[src/rtl/owm_pkg.sv]
// Shared register indices, bit positions and sequencer state for the
// single-wire bus master. Assumes byte-wide host registers.
package owm_pkg;
    localparam int BYTE_W   = 8;
    // register indices (after address shift)
    localparam int REG_CMD  = 0;
    localparam int REG_DATA = 1;
    localparam int REG_STAT = 2;
    localparam int REG_MASK = 3;
    localparam int REG_DIV  = 4;
    // status bits
    localparam int ST_DONE  = 0;
    localparam int ST_NOPRS = 1;
    localparam int ST_TXE   = 2;
    localparam int ST_SHE   = 3;
    localparam int ST_RXF   = 4;
    localparam int ST_OVR   = 5;
    // command bits
    localparam int CM_BUSRST = 0;
    localparam int CM_FORCE  = 2;
    localparam int CM_LEVEL  = 3;
    localparam int CM_SOFT   = 5;
    // mask register special bits
    localparam int MK_POL    = 1;
    localparam int MK_DRIVE  = 6;

    typedef enum logic [1:0] {SQ_IDLE, SQ_RST, SQ_BITS} seq_state_t;
endpackage

[src/rtl/owm_seq.sv]
// Line timing engine: produces the bus reset/presence sequence and the
// byte-wide time slots, counting only on cycles where tick is high.
// Assumes go_rst and go_byte arrive only while idle; abort wins over all.
module owm_seq
    import owm_pkg::*;
#(
    parameter int RST_LOW   = 480,
    parameter int PRES_AT   = 550,
    parameter int RST_END   = 960,
    parameter int SLOT_LEN  = 62,
    parameter int ZERO_LOW  = 60,
    parameter int ONE_LOW   = 6,
    parameter int SAMPLE_AT = 15
) (
    input  logic              clk,
    input  logic              rst_n,
    input  logic              abort,
    input  logic              tick,
    input  logic              go_rst,
    input  logic              go_byte,
    input  logic [BYTE_W-1:0] tx_byte,
    input  logic              line_in,
    output logic              drive_low,
    output logic              busy,
    output logic              in_bits,
    output logic              pd_done,
    output logic              pd_none,
    output logic              byte_done,
    output logic [BYTE_W-1:0] rx_byte
);
    localparam int CW = $clog2(RST_END);
    localparam int BW = $clog2(BYTE_W);

    seq_state_t        state;
    logic [CW-1:0]     cnt;
    logic [BW-1:0]     bitn;
    logic [BYTE_W-1:0] shtx;
    logic [BYTE_W-1:0] shrx;

    // Sequencer state, tick counter, shift registers and done pulses.
    always_ff @(posedge clk) begin
        if (!rst_n || abort) begin
            state     <= SQ_IDLE;
            cnt       <= '0;
            bitn      <= '0;
            shtx      <= '0;
            shrx      <= '0;
            pd_done   <= 1'b0;
            pd_none   <= 1'b0;
            byte_done <= 1'b0;
        end else begin
            pd_done   <= 1'b0;
            byte_done <= 1'b0;
            case (state)
                SQ_IDLE: begin
                    cnt  <= '0;
                    bitn <= '0;
                    if (go_rst) begin
                        state <= SQ_RST;
                    end else if (go_byte) begin
                        state <= SQ_BITS;
                        shtx  <= tx_byte;
                    end
                end
                SQ_RST: if (tick) begin
                    if (cnt == CW'(PRES_AT)) pd_none <= line_in;
                    if (cnt == CW'(RST_END - 1)) begin
                        state   <= SQ_IDLE;
                        pd_done <= 1'b1;
                    end else begin
                        cnt <= cnt + 1'b1;
                    end
                end
                SQ_BITS: if (tick) begin
                    if (cnt == CW'(SAMPLE_AT)) shrx <= {line_in, shrx[BYTE_W-1:1]};
                    if (cnt == CW'(SLOT_LEN - 1)) begin
                        cnt  <= '0;
                        shtx <= shtx >> 1;
                        if (bitn == BW'(BYTE_W - 1)) begin
                            state     <= SQ_IDLE;
                            byte_done <= 1'b1;
                        end else begin
                            bitn <= bitn + 1'b1;
                        end
                    end else begin
                        cnt <= cnt + 1'b1;
                    end
                end
                default: state <= SQ_IDLE;
            endcase
        end
    end

    // Line drive: reset low phase, or the low part of the current slot.
    always_comb begin
        case (state)
            SQ_RST:  drive_low = (cnt < CW'(RST_LOW));
            SQ_BITS: drive_low = shtx[0] ? (cnt < CW'(ONE_LOW)) : (cnt < CW'(ZERO_LOW));
            default: drive_low = 1'b0;
        endcase
    end

    assign busy    = (state != SQ_IDLE);
    assign in_bits = (state == SQ_BITS);
    assign rx_byte = shrx;

    AST_TICK_HOLD: assert property (@(posedge clk) disable iff (!rst_n)
        (state != SQ_IDLE && !tick && !abort) |=> $stable(cnt));
    AST_BYTE_ENDS: assert property (@(posedge clk) disable iff (!rst_n)
        (state == SQ_BITS && tick && !abort && cnt == CW'(SLOT_LEN - 1) && bitn == BW'(BYTE_W - 1))
        |=> (state == SQ_IDLE && byte_done));
endmodule

[src/rtl/owm_regs.sv]
// Host register file: command decode, transmit buffer hand-off, status
// flags with read side effects, and the polarity-selectable interrupt.
// Assumes at most one of wr_en/rd_en per cycle; soft reset keeps divisor.
module owm_regs
    import owm_pkg::*;
(
    input  logic              clk,
    input  logic              rst_n,
    input  logic [2:0]        sel,
    input  logic              wr_en,
    input  logic              rd_en,
    input  logic [BYTE_W-1:0] wdata,
    output logic [BYTE_W-1:0] rdata,
    input  logic              line_in,
    input  logic              seq_busy,
    input  logic              seq_bits,
    input  logic              pd_done,
    input  logic              pd_none,
    input  logic              byte_done,
    input  logic [BYTE_W-1:0] rx_byte,
    output logic              go_rst,
    output logic              go_byte,
    output logic              abort,
    output logic [BYTE_W-1:0] tx_byte,
    output logic              force_low,
    output logic [BYTE_W-1:0] div_cfg,
    output logic              irq_o
);
    logic              wr_cmd, wr_data, wr_mask, wr_div, rd_data, rd_stat;
    logic              txfull, last_ff, pd, pdr, rbf, rsrf, force_q, pend, evt, rx_load;
    logic [BYTE_W-1:0] txbuf, rxbuf, divq, stat, stat_q, ev_mask;
    logic [6:0]        mask;

    assign wr_cmd  = wr_en && (sel == 3'(REG_CMD));
    assign wr_data = wr_en && (sel == 3'(REG_DATA));
    assign wr_mask = wr_en && (sel == 3'(REG_MASK));
    assign wr_div  = wr_en && (sel == 3'(REG_DIV));
    assign rd_data = rd_en && (sel == 3'(REG_DATA));
    assign rd_stat = rd_en && (sel == 3'(REG_STAT));

    assign abort   = wr_cmd && wdata[CM_SOFT];
    assign go_rst  = wr_cmd && wdata[CM_BUSRST] && !abort && !seq_busy;
    assign go_byte = txfull && !seq_busy && !go_rst && !abort;
    assign tx_byte = txbuf;
    assign rx_load = byte_done && last_ff;

    assign stat    = {2'b00, rsrf, rbf, !txfull && !seq_bits, !txfull, pdr, pd};
    assign ev_mask = {2'b00, mask[5:2], 1'b0, mask[0]};
    assign evt     = |(stat & ~stat_q & ev_mask);

    // Buffers, flags, mask, force and interrupt pending state.
    always_ff @(posedge clk) begin
        if (!rst_n || abort) begin
            txfull  <= 1'b0;
            txbuf   <= '0;
            last_ff <= 1'b0;
            pd      <= 1'b0;
            pdr     <= 1'b0;
            rbf     <= 1'b0;
            rsrf    <= 1'b0;
            rxbuf   <= '0;
            mask    <= '0;
            force_q <= 1'b0;
            pend    <= 1'b0;
            stat_q  <= 8'h0C;
        end else begin
            if (go_byte) begin
                txfull  <= 1'b0;
                last_ff <= (txbuf == 8'hFF);
            end
            if (wr_data) begin
                txbuf  <= wdata;
                txfull <= 1'b1;
            end
            if (rd_stat) begin
                pd   <= 1'b0;
                rsrf <= 1'b0;
            end
            if (pd_done) begin
                pd  <= 1'b1;
                pdr <= pd_none;
            end
            if (rd_data) rbf <= 1'b0;
            if (rx_load) begin
                if (rbf) begin
                    rsrf <= 1'b1;
                end else begin
                    rxbuf <= rx_byte;
                    rbf   <= 1'b1;
                end
            end
            if (wr_mask) mask <= wdata[6:0];
            if (wr_cmd) force_q <= wdata[CM_FORCE] && mask[MK_DRIVE];
            stat_q <= stat;
            if (rd_stat) pend <= 1'b0;
            if (evt) pend <= 1'b1;
        end
    end

    // Divisor survives the soft reset.
    always_ff @(posedge clk) begin
        if (!rst_n) divq <= '0;
        else if (wr_div) divq <= wdata;
    end

    // Host read mux.
    always_comb begin
        rdata = '0;
        case (sel)
            3'(REG_CMD): begin
                rdata[CM_LEVEL] = line_in;
                rdata[CM_FORCE] = force_q;
            end
            3'(REG_DATA): rdata = rxbuf;
            3'(REG_STAT): rdata = stat;
            3'(REG_MASK): rdata = {1'b0, mask};
            3'(REG_DIV):  rdata = divq;
            default:      rdata = '0;
        endcase
    end

    assign force_low = force_q;
    assign div_cfg   = divq;
    assign irq_o     = mask[MK_POL] ? pend : !pend;

    AST_HANDOFF_STARTS: assert property (@(posedge clk) disable iff (!rst_n)
        go_byte |=> seq_bits);
    AST_IRQ_DROPS: assert property (@(posedge clk) disable iff (!rst_n)
        (rd_stat && !evt && !wr_en) |=> (irq_o != mask[MK_POL]));
    AST_RXF_DROPS: assert property (@(posedge clk) disable iff (!rst_n)
        (rd_data && !rx_load) |=> !rbf);
    AST_OVR_KEEPS: assert property (@(posedge clk) disable iff (!rst_n)
        (rx_load && rbf && !rd_data && !abort) |=> (rsrf && $stable(rxbuf)));
endmodule

[src/rtl/owm_ctrl.sv]
// Top of the single-wire bus master: address decode with a configurable
// shift, register file and line timing engine. Assumes tick is a
// one-cycle strobe at the slot time base and bus_in is already synchronous.
module owm_ctrl
    import owm_pkg::*;
#(
    parameter int ADDR_SHIFT = 0,
    parameter int ADDR_W     = 3 + ADDR_SHIFT,
    parameter int RST_LOW    = 480,
    parameter int PRES_AT    = 550,
    parameter int RST_END    = 960,
    parameter int SLOT_LEN   = 62,
    parameter int ZERO_LOW   = 60,
    parameter int ONE_LOW    = 6,
    parameter int SAMPLE_AT  = 15
) (
    input  logic              clk,
    input  logic              rst_n,
    input  logic              tick,
    input  logic [ADDR_W-1:0] addr,
    input  logic              wr_en,
    input  logic              rd_en,
    input  logic [7:0]        wdata,
    output logic [7:0]        rdata,
    input  logic              bus_in,
    output logic              bus_low,
    output logic              irq_o,
    output logic [7:0]        div_cfg
);
    logic [ADDR_W-1:0] idx_full;
    logic [2:0]        sel;
    logic              go_rst, go_byte, abort, force_low, seq_low;
    logic              seq_busy, seq_bits, pd_done, pd_none, byte_done;
    logic [BYTE_W-1:0] tx_byte, rx_byte;

    assign idx_full = addr >> ADDR_SHIFT;
    assign sel      = idx_full[2:0];

    owm_regs u_regs (
        .clk(clk), .rst_n(rst_n), .sel(sel), .wr_en(wr_en), .rd_en(rd_en),
        .wdata(wdata), .rdata(rdata), .line_in(bus_in),
        .seq_busy(seq_busy), .seq_bits(seq_bits), .pd_done(pd_done),
        .pd_none(pd_none), .byte_done(byte_done), .rx_byte(rx_byte),
        .go_rst(go_rst), .go_byte(go_byte), .abort(abort), .tx_byte(tx_byte),
        .force_low(force_low), .div_cfg(div_cfg), .irq_o(irq_o)
    );

    owm_seq #(
        .RST_LOW(RST_LOW), .PRES_AT(PRES_AT), .RST_END(RST_END),
        .SLOT_LEN(SLOT_LEN), .ZERO_LOW(ZERO_LOW), .ONE_LOW(ONE_LOW),
        .SAMPLE_AT(SAMPLE_AT)
    ) u_seq (
        .clk(clk), .rst_n(rst_n), .abort(abort), .tick(tick),
        .go_rst(go_rst), .go_byte(go_byte), .tx_byte(tx_byte), .line_in(bus_in),
        .drive_low(seq_low), .busy(seq_busy), .in_bits(seq_bits),
        .pd_done(pd_done), .pd_none(pd_none), .byte_done(byte_done), .rx_byte(rx_byte)
    );

    assign bus_low = seq_low | force_low;
endmodule

[config.mk]
export PLATFORM = sky130hd
export DESIGN_NAME = owm_ctrl
export DESIGN_NICKNAME = d
export VERILOG_FILES = /design/src/rtl/owm_pkg.sv /design/src/rtl/owm_seq.sv /design/src/rtl/owm_regs.sv /design/src/rtl/owm_ctrl.sv
export SDC_FILE = /design/constraint.sdc
export NUM_CORES = 1
export LEC_CHECK = 0
export BUFFER_PORTS_ARGS = -buffer_cell sky130_fd_sc_hd__buf_2
export CAP_MARGIN = 15
export CORE_MARGIN = 2
export CORE_UTILIZATION = 45
export DETAILED_ROUTE_END_ITERATION = 8
export GPL_TIMING_DRIVEN = 0
export PLACE_DENSITY = 0.72
export RECOVER_POWER = 50
export SLEW_MARGIN = 20
export SYNTH_ARGS = -nofsm -noshare
export SYNTH_HDL_FRONTEND = slang
export SYNTH_HIERARCHICAL = 1
export SYNTH_SLANG_ARGS = --single-unit
[constraint.sdc]
create_clock -name clk -period 2.1 [get_ports clk]
set_clock_uncertainty 0.15 [all_clocks]
set_input_delay 0.105 -clock clk [delete_from_list [all_inputs] [get_ports clk]]
set_output_delay 0.105 -clock clk [all_outputs]
set_load 0.01 [all_outputs]
Yosys cells after proc, flatten, opt, wreduce, memory -nomap -nowiden:

Cells that the tools add are included.

* reductions and logical operators: 42
* multiplexer cells: 41
* magnitude comparators: 3
* equal/unequal tests: 22
* bitwise gates (word level): 9
* add/subtract/negate cells: 2

Operators by type and width (count)
* $mux W10: 4
* $mux W8: 4
* $pmux W10 S3: 1
* $eq A10 B10 Y1 const B: 2
* $logic_and A1 B1 Y1: 16
* $pmux W4 S4: 1
* $pmux W8 S2: 1
* $mux W1: 15
* $mux W2: 7
* $ne A2 B2 Y1 const B: 6
* $add A10 B1 Y10 const B: 1
* $eq A10 B4 Y1 const B: 1
* $eq A10 B6 Y1 const B: 1
* $lt A10 B3 Y1 const B: 1
* $lt A10 B6 Y1 const B: 1
* $lt A10 B9 Y1 const B: 1
* $pmux W2 S5: 1
* $reduce_bool A2 Y1: 5
* $mux W3: 3
* $and A6 B8 Y8: 1
* $and A8 B6 Y8: 1
* $eq A8 B8 Y1 const B: 1
* $not A8 Y8: 1
* $pmux W2 S4: 1
* other kinds (26): 42

* word-level logic and storage cells: 141
* flip-flop bits (word level): 81
* input port bits: 17
* output and inout bits: 18

Depth between registers and ports, before layout:

Gate-level depths: netlist (run 1).

* depth after elaboration: 12
* mapped depth: 12
* mapped depth without buffers: 10

By module:

Netlist (run 1), hierarchy kept.

By module, submodules not included
* owm_regs: sequential area each 880.8 um2, cells an instance 230, instances 1, area an instance 1941.9 um2
* owm_seq: sequential area each 680.7 um2, cells an instance 230, instances 1, area an instance 1906.8 um2
* owm_ctrl: sequential area each 0.0 um2, cells an instance 1, instances 1, area an instance 6.3 um2

Worst setup path before layout (run 1):

No wires, ideal clock.

* path type: register -> register
* start: reg u_seq.state[0]
* end: reg u_seq.state[1]
* path slack: -0.157 ns
* buffers on the path: 1
* stages on the path, launching flop included: 10
* required time: 1.880 ns
* library setup time: 0.070 ns
* arrival time: 2.037 ns
* clock period less this slack: 2.257 ns
* path through: dfxtp_1 > inv_1 > ha_1 > clkbuf_1 > inv_1 > nor4b_1 > nand2b_1 > nor2_1 > or4_1 > a21oi_1

* cells in the longest elaborated chain, start to end: 8
* elaborated cells on any way between the ends: 19
* classes of those cells: eq/ne (8); mux (2); reduce/logical (9)

RTL lines
* start, declared: line owm_seq.sv:34 `seq_state_t state;`
* start signal, assigned: line owm_seq.sv:43 `state <= SQ_IDLE;`
* start signal, assigned: line owm_seq.sv:59 `state <= SQ_RST;`
* start signal, assigned: line owm_seq.sv:61 `state <= SQ_BITS;`
* $reduce_bool A2 Y1 *: line owm_seq.sv:103 `assign busy = (state != SQ_IDLE);`
* named net seq_busy: line owm_ctrl.sv:33 `logic seq_busy, seq_bits, pd_done, pd_none, byte_done;`
* $logic_not A1 Y1 *: line owm_regs.sv:42 `assign go_rst = wr_cmd && wdata[CM_BUSRST] && !abort && !seq_busy;`
* $logic_and A1 B1 Y1 *: line owm_regs.sv:42
* named net go_rst: line owm_ctrl.sv:32 `logic go_rst, go_byte, abort, force_low, seq_low;`
* $logic_not A1 Y1: line owm_regs.sv:43 `assign go_byte = txfull && !seq_busy && !go_rst && !abort;`
* $logic_and A1 B1 Y1 (2 in series): line owm_regs.sv:43
* $ne A3 B3 Y1 (no line)
* $reduce_and A6 Y1 (no line)

Mark *: on every way through the listed nets, which the timed path passes. The rest lies on a longest branch.
A chain may end at the register's enable or synchronous reset.

Worst setup path in the final report (run 1):

* start: reg u_seq.cnt[7]
* end: reg u_seq.state[1]

* cells in the longest elaborated chain, start to end: 3
* elaborated cells on any way between the ends: 5
* classes of those cells: eq/ne (4); reduce/logical (1)

RTL lines
* start, declared: line owm_seq.sv:35 `logic [CW-1:0] cnt;`
* start signal, assigned: line owm_seq.sv:71 `cnt <= cnt + 1'b1;`
* start signal, assigned: line owm_seq.sv:86 `cnt <= cnt + 1'b1;`
* $eq A10 B10 Y1 / $eq A10 B6 Y1 (equally long branches): line owm_seq.sv:67, owm_seq.sv:76
* $ne A2 B1 Y1 (no line)
* $reduce_and A6 Y1 (no line) *
* end signal, assigned: line owm_seq.sv:61
* end signal, assigned: line owm_seq.sv:68 `state <= SQ_IDLE;`
* end signal, assigned: line owm_seq.sv:80 `state <= SQ_IDLE;`

Mark *: on every way between the ends. The rest lies on a longest branch, timed or not.

==> impl_results.md, run 1 <==
* Ratio of cells with drive above 1 in the final layout at between 20% and 30%
* TritonCTS buffer count at 9
* Synthesized flop and latch total at 78
* Die X at 96.6 um
* Crit-path slowest cell: or4_4
* Pwr/cell area at 656 nW/um^2
* Ys flop type: dfxtp_1
* WP data arrival at 2.21 ns
* Antenna Cells at 0
* Vias in the first global route at roughly 3300
* Fmax at around 480 MHz
* Startpoint types: flop
* Global-route wire length before repair at roughly 16000 um
* First drt pass iteration count at 5
* Chip Height at between 90 and 100 um
* Area of the core at 8260 um^2
* Final #Nets at 550
* Clock transition at path regs at approximately 0.080 ns
* Endpoints failing hold at 0
* Initial antenna violation count at 0
* Largest vdd supply drop at ~420 uV
* Buf/Inv on CP at 0
* Status: complete, no violations
* Routed wire length at slightly above 10000 um
* Setup ws final at between 0.015 and 0.02 ns
* Final core occ at approximately 57%
* I/O Buffers at 31
* Initial DRC count at about 200
* Post-Syn Area at ~3900 um^2
* FP Rows at 33
* Cell mode on critical path: or4_4
* Net Count, Synth at about 490
* WS Path Type: flop to flop
* Delay-heaviest family, CP: simple AND/OR/NAND/NOR gates
* Unique cell type count in the Yosys netlist at between 50 and 60
* Crit Reg-Reg Endpoint: u_seq/state[1]$_SDFFE_PP0P_
* Worst-path cell chain: or4_4 > o31a_1 > or4_4 > a21oi_2
* I/O pins at 35
* Post-synth EDFFs at 0
* Largest net degree at the start of global routing at 15
* Antenna viol nets, final at 0
* R2R Setup Slk at 0.02 ns
* Async set or reset register ratio after synthesis at 0%
* H-Tree Depth at 3
* Actual slew at the worst max-slew pin at around 0.53 ns
* Area of the die at approximately 9300 um^2
* R2R depth at 4
* Largest stage delay on the critical path at approximately 0.57 ns
* Hpwl dp at 6950 um
* Final period util at between 90 and 100%
* Worst Hold Class: input pin to flop
* Clk sink count at between 70 and 80
* Critical R2R Launch: u_seq/cnt[7]$_SDFFE_PP0P_
* CTS max path bufs at 2
* Crit. End Element: flop
* RSZ-0062 raised after global routing: yes
* Part of the Yosys area used for sequential elements at 40.5%
* Via Count at about 3700
* Clk root buf: clkbuf_8
* Via density at 5.77
* Crit path time final at ~2.1 ns
* Fin. max-slew vios at 0
* Leak at approximately 0.0018 uW
* Total of max-cap violations at 0
* Total gr overflow at 0
* Hold Slack at roughly 0.046 ns
* Total GRT Usage at about 22%
* Syn avg cell area at between 8 and 9 um^2
* Worst endpoint required time at 2.23 ns
* Slew margin rel. at between 60 and 70%
* Gate Count Post-Synth at ~460
* Hold EP: u_regs/rbf$_SDFF_PP0_
* WHS Path Cells at 5
* Area growth, synth to finish at 22.1%
* DR DRC count at 0
* CTS tree: yes
* Final Setup Violations at 0
* Worst-skew pair later-pin latency at about 0.35 ns
* DR WL/cell at approximately 16 um
* Initial Util at 46.7%
* YS warnings at 6
* Largest fanout on the critical path at 6
* HP Start: addr[1]
* GPL Wtd Cong at ~0.9
* Place WS at -0.412 ns
## per-layer routing
metal	part of all wire [%]	up-vias	GRT usage, %
li1	-	1774	-
met1	45	1739	30.3
met2	47	141	36.5
met3	6.3	10	4.65
met4	1.1	0	5.40
met5	0	-	0
## sequential cells by signal (all words and copies together), names as in the netlist
signal / flops
u_regs/pend: 1
u_regs/mask: 7
u_regs/rxbuf: 8
u_regs/div_cfg: 8
u_regs/stat_q: 5
u_regs/tx_byte: 8
u_regs/rbf: 1
u_regs/last_ff: 1
u_seq/bitn: 3
u_regs/rsrf: 1
u_regs/force_low: 1
u_seq/rx_byte: 8
u_seq/byte_done: 1
u_regs/txfull: 1
u_regs/pd: 1
u_seq/state: 2
u_regs/pdr: 1
u_seq/pd_done: 1
u_seq/pd_none: 1
u_seq/shtx: 8
u_seq/cnt: 10
## logic make-up after synthesis
logic type / synth area share [%]
flops: 40.5
mux: 10.4
compound gates: 14.5
xor+xnor: 0.227
simple gates: 27.2
fa+ha+maj: 2.60
buf+inv: 4.58
## worst register-to-register path, stage by stage, from the launching register on
cell	delay, ns
dfxtp_4	0.38
or4_4	0.58
o31a_1	0.36
or4_4	0.43
a21oi_2	0.13
## repair_timing
item,in CTS,in global routing
endpoints found under the hold margin,31,0
pin swaps,2,7
setup endpoints to repair,32,33
setup buffers,4,10
hold buffers,12,0
resized for setup,27,29
## placed cells by master (no fill, tap or decap), types with 6 or more instances in the layout
| cell type | count |
|---|---|
| mux2_2 | 8 |
| o21ai_0 | 23 |
| clkbuf_8 | 9 |
| clkbuf_1 | 17 |
| a31oi_1 | 13 |
| buf_2 | 33 |
| nand3_1 | 15 |
| and3_1 | 8 |
| nor2b_1 | 15 |
| buf_4 | 13 |
| a21oi_1 | 27 |
| dfxtp_1 | 73 |
| dlygate4sd3_1 | 12 |
| nand2_1 | 72 |
| nand4_1 | 16 |
| nor2_1 | 32 |
| ha_1 | 6 |
| mux2i_1 | 29 |
## cell type report
| type | instances | area, um^2 |
|---|---|---|
| clock buffer | 9 | 124 |
| clock inverter | 7 | 72.6 |
| multi-input combinational | 344 | 2250 |
| inverter | 9 | 41.3 |
| tap | 105 | 131 |
| sequential | 78 | 1580 |
| fill | 751 | 3550 |
| timing repair buffer | 57 | 365 |
| buffer | 26 | 146 |
## report_power, final
part	internal [uW]	switching, uW	leakage [uW]
sequential	1490	17.4	0.000633
clock	551	577	0.0000956
combinational	199	250	0.00109
total	2240	845	0.00182
## worst max path at each step
stage,start,to,slack [ns],cells past startpoint
after floorplan,u_seq/state[0]$_SDFFE_PP0P_,u_seq/state[1]$_SDFFE_PP0P_,0.04,9
after global placement,addr[2],u_seq/cnt[2]$_SDFFE_PP0P_,-0.47,8
after detailed placement,addr[2],u_seq/cnt[2]$_SDFFE_PP0P_,-0.41,8
after CTS,u_seq/state[0]$_SDFFE_PP0P_,bus_low,-0.04,9
after global routing,u_seq/cnt[7]$_SDFFE_PP0P_,u_seq/state[1]$_SDFFE_PP0P_,-0.04,4
final,u_seq/cnt[7]$_SDFFE_PP0P_,u_seq/state[1]$_SDFFE_PP0P_,0.02,4
## synthesized netlist by cell type, drive strengths merged (2+ instances only)
cell	count	area share (%)
or3	2	0.32
nand3	16	2.1
a211oi	2	0.39
inv	9	0.88
clkbuf	15	1.5
nor2	35	3.5
a21oi	28	3.6
or2	3	0.49
or4b	2	0.62
o31a	2	0.45
nand2	73	7.1
nor4b	2	0.45
nand2b	4	0.65
nor2b	16	2.6
dfxtp	78	41
a22oi	4	0.78
o211ai	3	0.58
or4	3	0.68
and3b	2	0.45
o22ai	3	0.49
mux2i	31	8.0
and2	3	0.49
ha	8	2.6
o21ai	24	3.2
and3	8	1.3
nand3b	4	0.78
nor3	3	0.39
mux2	8	2.3
nor4	4	0.81
buf	15	2.2
a31oi	13	2.1
a32oi	2	0.45
and4	5	1.1
nand4	16	2.6
## per-stage QoR
step                TNS [ns]  cell area [um^2]  cells  total power [uW]
finish                     0              4710    635              3090
global route          -0.252              4710    635              3200
CTS                  -0.0847              4610    629              3030
detailed placement    -10.18              4150    597              1850
global placement      -10.93              4150    597              1840
floorplan                  0              3860    461              1750
Power figures use the tool's default switching activity.
==> run 2, diff against run 1 <==
--- a/config.mk
+++ b/config.mk
@@ -13,6 +13,7 @@
 export GPL_TIMING_DRIVEN = 0
 export PLACE_DENSITY = 0.72
 export RECOVER_POWER = 50
+export SETUP_SLACK_MARGIN = 0.2
 export SLEW_MARGIN = 20
 export SYNTH_ARGS = -nofsm -noshare
 export SYNTH_HDL_FRONTEND = slang
==> run 2 against run 1 <==
Clock-buffer cell count is 1 higher. Combinational power is 16% higher. Flip-flop and latch count stayed put. Critical endpoint unchanged. Sequential share of layout area is 2.1 points lower. Critical path depth is 5 higher. Sequential power hardly changed. Cell area is 6.2% higher. The flow now finishes with violations (negative setup slack). Non-clock buffer count is 9 higher. Clock power is 11% higher. Register-to-register slack worse by 0.09 ns.
==> impl_results.md, run 2 (synthesized netlist as in run 1, its figures left out) <==
* Area growth, synth to finish at 29.8%
* Vias in the first global route at 3539 (+6.3%)
* Slew margin rel. at 60.3% (-4.1 points)
* Chip Height at 96.6 um (unchanged)
* Initial DRC count at 175 (-14%)
* Fin. max-slew vios at 0 (unchanged)
* Final Setup Violations at 2 (+2)
* WS Path Type: flop to flop
* Setup ws final at -0.0685 ns (-0.0873 ns)
* WP data arrival at 2.29 ns (+0.08 ns)
* Largest stage delay on the critical path at 0.54 ns (-0.03 ns)
* Hold Slack at 0.0261 ns (-0.0204 ns)
* Startpoint types: flop
* Max reg flops at 10 (unchanged)
* GPL Wtd Cong at 0.927 (+3.2%)
* Ratio of cells with drive above 1 in the final layout at 25.4% (+4.5 points)
* Area of the die at 9320 um^2 (unchanged)
* Power share of the combinational group at 15.9% (+1.4 points)
* Total gr overflow at 0 (unchanged)
* Final #Nets at 559 (+1.6%)
* I/O pins at 35 (unchanged)
* I/O Buffers at 31 (unchanged)
* Via Count at 3758 (+2.6%)
* Largest vdd supply drop at 405 uV (-3.3%)
* Crit. End Element: flop
* Worst-path cell chain: inv_4 > ha_4 > buf_8 > inv_6 > nor4b_4 > nand2b_4 > nor2_4 > or4_1 > a21oi_1
* Endpoints failing hold at 0 (unchanged)
* First drt pass iteration count at 5 (unchanged)
* Area of the core at 8260 um^2 (unchanged)
* Most frequent cells in the layout: 73 x dfxtp_1, 71 x nand2_1, 32 x nor2_1
* Antenna viol nets, final at 0 (unchanged)
* TritonCTS buffer count at 9 (unchanged)
* H-Tree Depth at 3 (unchanged)
* Routed wire length at 11000 um (+9.3%)
* Failing checks: negative setup slack
* Worst-skew pair later-pin latency at 0.35 ns (about the same)
* Antenna Cells at 0 (unchanged)
* Worst Hold Class: input pin to flop
* Status: finished, violations left
* Clk sink count at 78 (unchanged)
* Initial antenna violation count at 0 (unchanged)
* DR DRC count at 0 (unchanged)
* Actual slew at the worst max-slew pin at 0.593 ns (+0.0609 ns)
* Total GRT Usage at 23.9% (+1.6 points)
* Clock transition at path regs at 0.08 ns (about the same)
* Switch share at 26.5% (-0.85 points)
* Fmax at 461 MHz (-4.0%)
* Largest net degree at the start of global routing at 15 (unchanged)
* Global-route wire length before repair at 17200 um (+6.4%)
* Power Internal at 2410 uW (+7.6%)
* CP startpoint: u_seq/state[1]$_SDFFE_PP0P_
* Worst endpoint required time at 2.22 ns (about the same)
* Most common cell after layout, fill and taps aside: dfxtp_1
* TNS Setup at -0.0999 ns (-0.0999 ns)
* CTS max path bufs at 2 (unchanged)
* Pwr/cell area at 656 nW/um^2 (about the same)
* Total of max-cap violations at 0 (unchanged)
* Largest reg by FF count: u_seq/cnt
* HP Start: addr[1]
* Die X at 96.6 um (unchanged)
* Hpwl dp at 7140 um (+2.7%)
* Clk root buf: clkbuf_8
* Crit path time final at 2.17 ns (+0.0873 ns)
* Largest fanout on the critical path at 3 (-3)
* Leak at 0.00191 uW (+5.3%)
* FP Rows at 33 (unchanged)
* Clk pwr share at 38.0% (+1.5 points)
* Final period util at 103% (+4.2 points)
* Initial Util at 46.7% (unchanged)
* Crit-path slowest cell: or4_1
* RSZ-0062 raised after global routing: yes
* Sequential fraction of design power at 46.1% (-2.8 points)
* Via density at 5.84 (+1.1%)
* CTS tree: yes
* Sw Pwr at 870 uW (+3.1%)
* DR WL/cell at 17.1 um (+7.8%)
* Critical R2R Launch: u_seq/state[1]$_SDFFE_PP0P_
==> run 2: changes by cell type in the layout (fill, tap and decap cells not counted), moves of 4 or more <==
cell	delta
o21ai_1	+7
buf_6	+8
o21ai_0	-11
buf_2	-9
buf_4	+5
o21ai_2	+4
==> run 2: cell type report <==
| type | instances | area, um^2 |
|---|---|---|
| fillers | 703 | 3260 |
| multi-input cells | 344 | 2400 |
| flip-flops and latches | 78 | 1570 |
| repair buffers | 62 | 414 |
| plain buffers | 30 | 225 |
| well taps | 105 | 131 |
| clock buffers | 10 | 128 |
| clock inverters | 6 | 93.8 |
| inverters | 9 | 43.8 |
==> run 2: per-stage QoR <==
step                total power (uW)  area (um^2)  util (%)  worst slack [ns]  cells
floorplan                       1770         3910         -            0.0766    461
global placement                1860         4200      50.9            -0.458    597
detailed placement              1870         4200      50.9            -0.449    597
CTS                             3190         4740      57.4            0.0389    637
global route                    3400         5000      60.6            -0.113    644
finish                          3280         5000      60.6           -0.0685    644
==> run 2: final timing paths <==
| path | end | slack, ns | cells after the start |
|---|---|---|---|
| worst min register to register | u_regs/rxbuf[0]$_SDFFE_PP0P_ | 0.32 | 2 |
| worst min-delay path | u_regs/rbf$_SDFF_PP0_ | 0.03 | 5 |
| worst max-delay path | u_seq/state[1]$_SDFFE_PP0P_ | -0.07 | 9 |
| worst max register to register | u_seq/state[1]$_SDFFE_PP0P_ | -0.07 | 9 |
==> run 2: repair_timing <==
action | 4_1_cts | 5_1_grt
hold buffers | 12 | 0
endpoints found under the setup margin | 35 | 34
pin swaps | 12 | 27
hold endpoints to repair | 31 | 0
setup buffers | 12 | 7
resized for setup | 35 | 72
==> run 2: power by group through the flow <==
stage / clock network, uW / logic (uW) / registers (uW)
after floorplan: 0 / 227 / 1540
after global placement: 0 / 322 / 1540
after detailed placement: 0 / 324 / 1540
after CTS: 1270 / 409 / 1510
after global routing: 1330 / 552 / 1510
final: 1250 / 522 / 1510
==> run 2: metal layers <==
layer  track usage (%)  part of all wire (%)  up-vias
li1                  -                     -     1803
met1              29.6                    43     1795
met2              39.5                    48      126
met3              6.59                   5.8       34
met4              9.39                   3.4        0
met5                 0                     0        -
==> run 2: critical path, delay by kind of cell (launching register included) <==
kind / cells / cell delay (ns)
and+or+nand+nor: 4 / 1.09
DFF: 1 / 0.37
buffers and inverters: 3 / 0.20
AOI/OAI and AO/OA: 1 / 0.16
adders and majority gates: 1 / 0.13
